==> src/rtl/rgn_xlate_pkg.sv <==
package rgn_xlate_pkg;

   typedef enum logic [1:0] {
      RG_P0   = 2'd0,
      RG_P1   = 2'd1,
      RG_SYS  = 2'd2,
      RG_RSVD = 2'd3
   } region_e;

   typedef enum logic [2:0] {
      FC_NONE    = 3'd0,
      FC_REGION  = 3'd1,
      FC_LENGTH  = 3'd2,
      FC_MAP_LEN = 3'd3,
      FC_MAP_INV = 3'd4,
      FC_PTE_INV = 3'd5
   } fcode_e;

   typedef enum logic [1:0] {
      ST_IDLE    = 2'd0,
      ST_SYS_RD  = 2'd1,
      ST_PROC_RD = 2'd2,
      ST_RESPOND = 2'd3
   } state_e;

endpackage

==> src/rtl/rgn_limit.sv <==
// Page-number bound check; the direction is chosen at elaboration.
module rgn_limit #(
   parameter int VPN_W     = 21,
   parameter bit GROW_DOWN = 1'b0
) (
   input  logic [VPN_W-1:0] vpn,
   input  logic [VPN_W-1:0] len,
   output logic             fault
);
   generate
      if (GROW_DOWN) begin : g_down
         assign fault = (vpn < len);
      end else begin : g_up
         assign fault = (vpn >= len);
      end
   endgenerate
endmodule

==> src/rtl/rgn_sysmap.sv <==
// Looks up a system-virtual address: range check and entry location.
module rgn_sysmap #(
   parameter int VA_W  = 32,
   parameter int PA_W  = 30,
   parameter int OFS_W = 9
) (
   input  logic [VA_W-1:0]         sva,
   input  logic [PA_W-1:0]         sys_base,
   input  logic [VA_W-OFS_W-3:0]   sys_len,
   output logic                    ok,
   output logic [PA_W-1:0]         pte_pa
);
   localparam int VPN_W = VA_W - 2 - OFS_W;

   logic [VPN_W-1:0] svpn;
   logic             len_bad;
   logic             in_sys;
   logic             unused_low;

   assign svpn       = sva[VA_W-3:OFS_W];
   assign in_sys     = (sva[VA_W-1 -: 2] == 2'b10);
   assign unused_low = ^sva[OFS_W-1:0];

   rgn_limit #(.VPN_W(VPN_W), .GROW_DOWN(1'b0)) u_len (
      .vpn   (svpn),
      .len   (sys_len),
      .fault (len_bad)
   );

   assign ok     = in_sys && !len_bad;
   assign pte_pa = sys_base + {{(PA_W-VPN_W-2){1'b0}}, svpn, 2'b00};
endmodule

==> src/rtl/rgn_xlate_fsm.sv <==
// Sequencer: accepts a decoded request, issues entry reads, forms response.
module rgn_xlate_fsm
   import rgn_xlate_pkg::*;
#(
   parameter int PA_W  = 30,
   parameter int OFS_W = 9,
   parameter int PTE_W = 32
) (
   input  logic             clk,
   input  logic             rst_n,
   input  logic             req_valid,
   output logic             req_ready,
   input  region_e          region,
   input  logic             len_fault,
   input  logic             map_ok,
   input  logic [PA_W-1:0]  map_pte_pa,
   input  logic [OFS_W-1:0] ofs_req,
   input  logic [OFS_W-1:0] ofs_pte,
   output logic             mem_rd_en,
   output logic [PA_W-1:0]  mem_rd_addr,
   input  logic             mem_rd_valid,
   input  logic [PTE_W-1:0] mem_rd_data,
   output logic             rsp_valid,
   output logic             rsp_fault,
   output logic [2:0]       rsp_code,
   output logic [PA_W-1:0]  rsp_pa
);
   localparam int PFN_W = PA_W - OFS_W;

   state_e           state;
   logic             direct_q;
   logic [OFS_W-1:0] ofs_q;
   logic [OFS_W-1:0] pte_ofs_q;
   logic             rd_en_q;
   logic [PA_W-1:0]  rd_addr_q;
   logic             fault_q;
   fcode_e           code_q;
   logic [PA_W-1:0]  pa_q;
   logic             pte_ok;
   logic [PFN_W-1:0] pte_pfn;
   logic             unused_pte;

   assign pte_ok     = mem_rd_data[PTE_W-1];
   assign pte_pfn    = mem_rd_data[PFN_W-1:0];
   assign unused_pte = ^mem_rd_data[PTE_W-2:PFN_W];

   always_ff @(posedge clk or negedge rst_n) begin
      if (!rst_n) begin
         state     <= ST_IDLE;
         direct_q  <= 1'b0;
         ofs_q     <= '0;
         pte_ofs_q <= '0;
         rd_en_q   <= 1'b0;
         rd_addr_q <= '0;
         fault_q   <= 1'b0;
         code_q    <= FC_NONE;
         pa_q      <= '0;
      end else begin
         rd_en_q <= 1'b0;
         case (state)
            ST_IDLE: begin
               if (req_valid) begin
                  ofs_q     <= ofs_req;
                  pte_ofs_q <= ofs_pte;
                  pa_q      <= '0;
                  if (region == RG_RSVD) begin
                     fault_q <= 1'b1;
                     code_q  <= FC_REGION;
                     state   <= ST_RESPOND;
                  end else if (len_fault) begin
                     fault_q <= 1'b1;
                     code_q  <= FC_LENGTH;
                     state   <= ST_RESPOND;
                  end else if (!map_ok) begin
                     fault_q <= 1'b1;
                     code_q  <= FC_MAP_LEN;
                     state   <= ST_RESPOND;
                  end else begin
                     direct_q  <= (region == RG_SYS);
                     rd_en_q   <= 1'b1;
                     rd_addr_q <= map_pte_pa;
                     state     <= ST_SYS_RD;
                  end
               end
            end
            ST_SYS_RD: begin
               if (mem_rd_valid) begin
                  if (!pte_ok) begin
                     fault_q <= 1'b1;
                     code_q  <= direct_q ? FC_PTE_INV : FC_MAP_INV;
                     state   <= ST_RESPOND;
                  end else if (direct_q) begin
                     fault_q <= 1'b0;
                     code_q  <= FC_NONE;
                     pa_q    <= {pte_pfn, ofs_q};
                     state   <= ST_RESPOND;
                  end else begin
                     rd_en_q   <= 1'b1;
                     rd_addr_q <= {pte_pfn, pte_ofs_q};
                     state     <= ST_PROC_RD;
                  end
               end
            end
            ST_PROC_RD: begin
               if (mem_rd_valid) begin
                  if (!pte_ok) begin
                     fault_q <= 1'b1;
                     code_q  <= FC_PTE_INV;
                  end else begin
                     fault_q <= 1'b0;
                     code_q  <= FC_NONE;
                     pa_q    <= {pte_pfn, ofs_q};
                  end
                  state <= ST_RESPOND;
               end
            end
            default: state <= ST_IDLE;
         endcase
      end
   end

   assign req_ready   = (state == ST_IDLE);
   assign rsp_valid   = (state == ST_RESPOND);
   assign rsp_fault   = fault_q;
   assign rsp_code    = code_q;
   assign rsp_pa      = pa_q;
   assign mem_rd_en   = rd_en_q;
   assign mem_rd_addr = rd_addr_q;


   rsp_pulse_chk: assert property (@(posedge clk) disable iff (!rst_n)
      rsp_valid |=> !rsp_valid);


   busy_chk: assert property (@(posedge clk) disable iff (!rst_n)
      (req_valid && req_ready) |=> !req_ready);


   rd_strobe_chk: assert property (@(posedge clk) disable iff (!rst_n)
      mem_rd_en |=> !mem_rd_en);


   rsvd_region_chk: assert property (@(posedge clk) disable iff (!rst_n)
      (req_valid && req_ready && region == RG_RSVD)
         |=> (rsp_valid && rsp_code == 3'd1 && !mem_rd_en));


   final_invalid_chk: assert property (@(posedge clk) disable iff (!rst_n)
      (state == ST_PROC_RD && mem_rd_valid && !mem_rd_data[PTE_W-1])
         |=> (rsp_valid && rsp_fault && rsp_code == 3'd5));


   sys_hit_chk: assert property (@(posedge clk) disable iff (!rst_n)
      (state == ST_SYS_RD && direct_q && mem_rd_valid && mem_rd_data[PTE_W-1])
         |=> (rsp_valid && !rsp_fault && rsp_pa[PA_W-1:OFS_W] == $past(mem_rd_data[PFN_W-1:0])));
endmodule

==> src/rtl/rgn_xlate.sv <==
// Top: region decode, per-region bound checks, system-space lookup, sequencer.
module rgn_xlate
   import rgn_xlate_pkg::*;
#(
   parameter int VA_W  = 32,
   parameter int PA_W  = 30,
   parameter int OFS_W = 9,
   parameter int PTE_W = 32
) (
   input  logic                  clk,
   input  logic                  rst_n,
   input  logic                  req_valid,
   input  logic [VA_W-1:0]       req_va,
   output logic                  req_ready,
   input  logic [PA_W-1:0]       sys_base,
   input  logic [VA_W-OFS_W-3:0] sys_len,
   input  logic [VA_W-1:0]       p0_base,
   input  logic [VA_W-OFS_W-3:0] p0_len,
   input  logic [VA_W-1:0]       p1_base,
   input  logic [VA_W-OFS_W-3:0] p1_len,
   output logic                  mem_rd_en,
   output logic [PA_W-1:0]       mem_rd_addr,
   input  logic                  mem_rd_valid,
   input  logic [PTE_W-1:0]      mem_rd_data,
   output logic                  rsp_valid,
   output logic                  rsp_fault,
   output logic [2:0]            rsp_code,
   output logic [PA_W-1:0]       rsp_pa
);
   localparam int VPN_W = VA_W - 2 - OFS_W;
   localparam int PFN_W = PA_W - OFS_W;
   localparam int N_RGN = 3;

   generate
      if (PA_W <= VPN_W + 2) begin : g_bad_pa
         $error("PA_W too small to hold a system table offset");
      end
      if (PFN_W >= PTE_W) begin : g_bad_pte
         $error("frame field overlaps the entry valid bit");
      end
      if (OFS_W < 2) begin : g_bad_ofs
         $error("page offset narrower than an entry");
      end
   endgenerate

   region_e          region;
   logic [VPN_W-1:0] vpn;
   logic [VPN_W-1:0] rgn_len [N_RGN];
   logic [N_RGN-1:0] lim_fault;
   logic             len_fault;
   logic [VA_W-1:0]  proc_base;
   logic [VA_W-1:0]  pte_va;
   logic [VA_W-1:0]  map_va;
   logic             map_ok;
   logic [PA_W-1:0]  map_pte_pa;

   assign region     = region_e'(req_va[VA_W-1 -: 2]);
   assign vpn        = req_va[VA_W-3:OFS_W];
   assign rgn_len[0] = p0_len;
   assign rgn_len[1] = p1_len;
   assign rgn_len[2] = sys_len;

   // Region 1 (stack) grows downward, the others upward.
   generate
      for (genvar g = 0; g < N_RGN; g++) begin : g_lim
         rgn_limit #(.VPN_W(VPN_W), .GROW_DOWN(g == 1)) u_lim (
            .vpn   (vpn),
            .len   (rgn_len[g]),
            .fault (lim_fault[g])
         );
      end
   endgenerate

   always_comb begin
      case (region)
         RG_P0:   len_fault = lim_fault[0];
         RG_P1:   len_fault = lim_fault[1];
         RG_SYS:  len_fault = lim_fault[2];
         default: len_fault = 1'b0;
      endcase
   end

   assign proc_base = (region == RG_P1) ? p1_base : p0_base;
   assign pte_va    = proc_base + {{(VA_W-VPN_W-2){1'b0}}, vpn, 2'b00};
   assign map_va    = (region == RG_SYS) ? req_va : pte_va;

   rgn_sysmap #(.VA_W(VA_W), .PA_W(PA_W), .OFS_W(OFS_W)) u_map (
      .sva      (map_va),
      .sys_base (sys_base),
      .sys_len  (sys_len),
      .ok       (map_ok),
      .pte_pa   (map_pte_pa)
   );

   rgn_xlate_fsm #(.PA_W(PA_W), .OFS_W(OFS_W), .PTE_W(PTE_W)) u_fsm (
      .clk          (clk),
      .rst_n        (rst_n),
      .req_valid    (req_valid),
      .req_ready    (req_ready),
      .region       (region),
      .len_fault    (len_fault),
      .map_ok       (map_ok),
      .map_pte_pa   (map_pte_pa),
      .ofs_req      (req_va[OFS_W-1:0]),
      .ofs_pte      (pte_va[OFS_W-1:0]),
      .mem_rd_en    (mem_rd_en),
      .mem_rd_addr  (mem_rd_addr),
      .mem_rd_valid (mem_rd_valid),
      .mem_rd_data  (mem_rd_data),
      .rsp_valid    (rsp_valid),
      .rsp_fault    (rsp_fault),
      .rsp_code     (rsp_code),
      .rsp_pa       (rsp_pa)
   );


   p0_len_chk: assert property (@(posedge clk) disable iff (!rst_n)
      (req_valid && req_ready && region == RG_P0 && vpn >= p0_len)
         |=> (rsp_valid && rsp_code == 3'd2));


   p1_len_chk: assert property (@(posedge clk) disable iff (!rst_n)
      (req_valid && req_ready && region == RG_P1 && vpn < p1_len)
         |=> (rsp_valid && rsp_code == 3'd2));
endmodule

==> config.mk <==
export PLATFORM = sky130hd
export DESIGN_NAME = rgn_xlate
export DESIGN_NICKNAME = d
export VERILOG_FILES = /design/src/rtl/rgn_xlate_pkg.sv /design/src/rtl/rgn_limit.sv /design/src/rtl/rgn_sysmap.sv /design/src/rtl/rgn_xlate_fsm.sv /design/src/rtl/rgn_xlate.sv
export SDC_FILE = /design/constraint.sdc
export NUM_CORES = 1
export LEC_CHECK = 0
export BUFFER_PORTS_ARGS = -buffer_cell sky130_fd_sc_hd__buf_4
export CORE_ASPECT_RATIO = 1.25
export CORE_MARGIN = 4
export CORE_UTILIZATION = 39
export CTS_BUF_LIST = sky130_fd_sc_hd__clkbuf_2 sky130_fd_sc_hd__clkbuf_4 sky130_fd_sc_hd__clkbuf_8
export DETAILED_ROUTE_END_ITERATION = 8
export GPL_TIMING_DRIVEN = 0
export PLACE_DENSITY = 0.72
export RECOVER_POWER = 25
export SLEW_MARGIN = 10
export SYNTH_ARGS = -nofsm -noshare
export SYNTH_HDL_FRONTEND = slang
export SYNTH_SLANG_ARGS = --single-unit
==> constraint.sdc <==
create_clock -name clk -period 2.5 [get_ports clk]
set_input_delay 0.125 -clock clk [delete_from_list [all_inputs] [get_ports clk]]
set_output_delay 0.125 -clock clk [all_outputs]
set_load 0.05 [all_outputs]
==> flow_summary.yaml <==
outcome:
  status: "complete, but fails checks"
  violations: "max-capacitance violations, max-slew violations, negative setup slack"
power_and_ir_drop:
  pwr-share-clk_pct: 10.0
  p_sw_w: 0.00533
  p_int_w: 0.00532
  comb_power_share_pct: 67.6
  power_leakage_nw: 6.38
  netSwitchingFraction_pct: 50.1
  p_seq_share_pct: 22.4
  powerDensity_mw_per_mm2: 845
  ir_worst_vdd_mv: 0.385
routing:
  drt-vias-per-instance: 5.40
  via_count: 9352
  drt_iter0_drc: 562
  drc_errors: 0
  wl_per_cell_um: 17.9
  postRouteAntennaNets: 0
  routed_wirelength_um: 31000
  drt_first_pass_iters: 6
critical_path:
  crit_slowest_cell: "or4b_4"
  required_ns: 2.75
  path_max_fanout: 5
  slowest_delay_ns: 0.54
  cp-start-kind: "primary input"
  worstSetupPathType: "in2reg"
  crit_arrival_ns: 5.51
  worst_setup_path_end_kind: "flop"
finish:
  syn2layout_area_growth_pct: 40.2
  final_util_pct: 56.0
  layout.cells.most_common_list: "buf_4, nand2_1, ha_1, dfrtp_1, inv_1"
  final_common_cell: "buf_4"
  stdcell_count: 1733
  nNetsFinal: 1802
  drive_above_1_share_pct: 30.8
  n_antenna_cell: 0
floorplan:
  rows: 61
  die_h_um: 178
  dieArea_mm2: 0.0256
  core_region_area_mm2: 0.0225
  initial_utilization_pct: 40.0
  die_x_um: 144
  io_pins: 292
sta:
  period_minus_slack_ns: 5.26
  max_freq_mhz: 190
  slew_viol_final: 87
  tightest_slew_ns: 1.97
  fin_tns_setup_ns: -98.61
  postLayoutSetupSlackWorst_ns: -2.76
  rsz0062_at_grt: "true"
  fin_skew_ns: 0.0148
  finalSetupViolations: 37
  timing.final.hold_violations: 0
  worst_hold_slack_ns: 0.0169
  max-slew-margin-rel_pct: -31.7
  finalCritPeriodShare_pct: 210
yosys:
  ys_ff_latch: 86
  netlist_instances: 1097
  yosysSeqAreaShare_pct: 23.9
  synth_area_leaders: "dfrtp_1, ha_1, nand2_1, mux2_4, a21oi_1"
  synth_top_area_share_pct: 23.9
  ys_types: 71
  synth_largest_area_cell: "dfrtp_1"
  ys.flop_type: "dfrtp_1"
  syn_avg_cell_area_um2: 8.20
  syn_area_mm2: 0.00900
  yosysWarnings: 0
  syn_nets: 1454
  synth-edff-count: 0
  synthArstFlopShare_pct: 100
global_route:
  antenna_found_initial: 0
  grt_pass1_wl_um: 47900
  grt.total_usage_pct: 23.6
  grt_max_degree: 87
  use_met2_pct: 42.4
  grt_overflow: 0
  busiest_layer: "met2"
  use_met3_pct: 3.07
  use_met1_pct: 28.0
  grt_pass1_vias: 9499
place:
  hpwlAfterDp_um: 25200
  post-place-cells: 1661
  gp_routability_congestion: 0.900
  port_buffers: 281
worst_hold_path:
  hold_class: "in2reg"
clock_network:
  clk_path_buf_depth: 2
  cts-root-buf: "clkbuf_8"
  numCtsBuffers: 9
  numClockSinks: 86
  cts_tree: "yes"
  htree_levels: 3
  clock_latency_ns: 0.37
  cts.clk_slew.worst_paths_ns: 0.09
run:
  maxCapViolations: 1
## through the flow
stage	total power [W]	instance area, µm²	setup slack [ns]
2_1_floorplan	0.00714	9050	-2.74
3_5_place_dp	0.00921	11500	-3.93
5_1_grt	0.0114	12600	-2.91
4_1_cts	0.0106	12500	-2.95
6_report	0.0107	12600	-2.76
3_3_place_gp	0.00904	11500	-3.96
## sequential cells by signal (all words and copies together), names as in the netlist, 2 cells and up
name               count
u_fsm.mem_rd_addr     30
u_fsm.ofs_q            9
u_fsm.pte_ofs_q        9
u_fsm.rsp_code         3
u_fsm.rsp_pa          30
u_fsm.state            2
## worst max-delay path, delay by kind of cell
family          cells  cell delay, ns
mux                 1            0.30
xor+xnor            1            0.17
simple gates        4            0.76
fa+ha+maj           2            0.49
compound gates     13            2.50
buf+inv             9            1.14
## Yosys cell counts, types with 13 or more instances
| library cell | n |
|---|---|
| nand2_1 | 197 |
| nor3_1 | 15 |
| xnor2_1 | 21 |
| xor2_1 | 17 |
| nand4_1 | 19 |
| dfrtp_1 | 86 |
| a21oi_1 | 66 |
| mux2_2 | 19 |
| nand3_1 | 51 |
| ha_1 | 130 |
| a21o_1 | 21 |
| o21ai_0 | 65 |
| inv_1 | 84 |
| nor2_1 | 45 |
| nand2b_1 | 14 |
| mux2_4 | 28 |
| a211oi_1 | 13 |
| clkbuf_1 | 29 |
## routing by layer
layer	routed length (µm)	up-vias
met4	1170	0
met3	1770	72
li1	-	4643
met2	15900	342
met5	0	-
met1	12200	4295
## layout make-up
| cell class | count | area [µm²] |
|---|---|---|
| timing repair buffer | 338 | 2670 |
| clock inverter | 5 | 65.1 |
| buffer | 36 | 253 |
| sequential | 86 | 2150 |
| multi-input combinational | 890 | 6660 |
| tap | 283 | 354 |
| fill | 2091 | 9900 |
| inverter | 84 | 315 |
| clock buffer | 11 | 145 |
## worst paths after layout
kind / start / to / slack (ns) / cells after the start
max: req_va[30] / u_fsm.mem_rd_addr[2]$_DFFE_PN0P_ / -2.76 / 30
min: mem_rd_data[5] / u_fsm.rsp_pa[14]$_DFFE_PN0P_ / 0.02 / 3
max reg2reg: u_fsm.state[1]$_DFFE_PN0P_ / u_fsm.mem_rd_addr[22]$_DFFE_PN0P_ / -0.03 / 8
min reg2reg: u_fsm.rsp_pa[22]$_DFFE_PN0P_ / u_fsm.rsp_pa[22]$_DFFE_PN0P_ / 0.47 / 2
max in group asynchronous: rst_n / u_fsm.pte_ofs_q[6]$_DFFE_PN0P_ / 0.43 / 2
min in group asynchronous: rst_n / u_fsm.mem_rd_addr[20]$_DFFE_PN0P_ / 0.85 / 2
## power groups by stage
stage	sequential, W	combinational, W	clock, W
3_3_place_gp	0.00239	0.00666	0
5_1_grt	0.00246	0.00779	0.00115
6_report	0.00238	0.00720	0.00106
3_5_place_dp	0.00240	0.00680	0
2_1_floorplan	0.00386	0.00328	0
4_1_cts	0.00238	0.00713	0.00109
## repair_timing
item | in CTS | in global routing
cloned | 4 | 0
endpoints found under the setup margin | 67 | 57
resized for setup | 60 | 34
setup buffers | 23 | 9
pin swaps | 20 | 21
hold endpoints to repair | 31 | 0
hold buffers | 23 | 0
## kinds of logic (layout without fill, tap and decap cells)
family	after synthesis	count (layout)	synth area share (%)
and+or+nand+nor	397	397	20.4
AOI/OAI and AO/OA	267	267	20.0
adders and majority gates	132	132	18.5
buffers and inverters	121	474	5.34
DFF	86	86	23.9
muxes	56	56	8.05
xor gates and xnor gates	38	38	3.70
No activity file was read; power rests on OpenSTA's default activity.
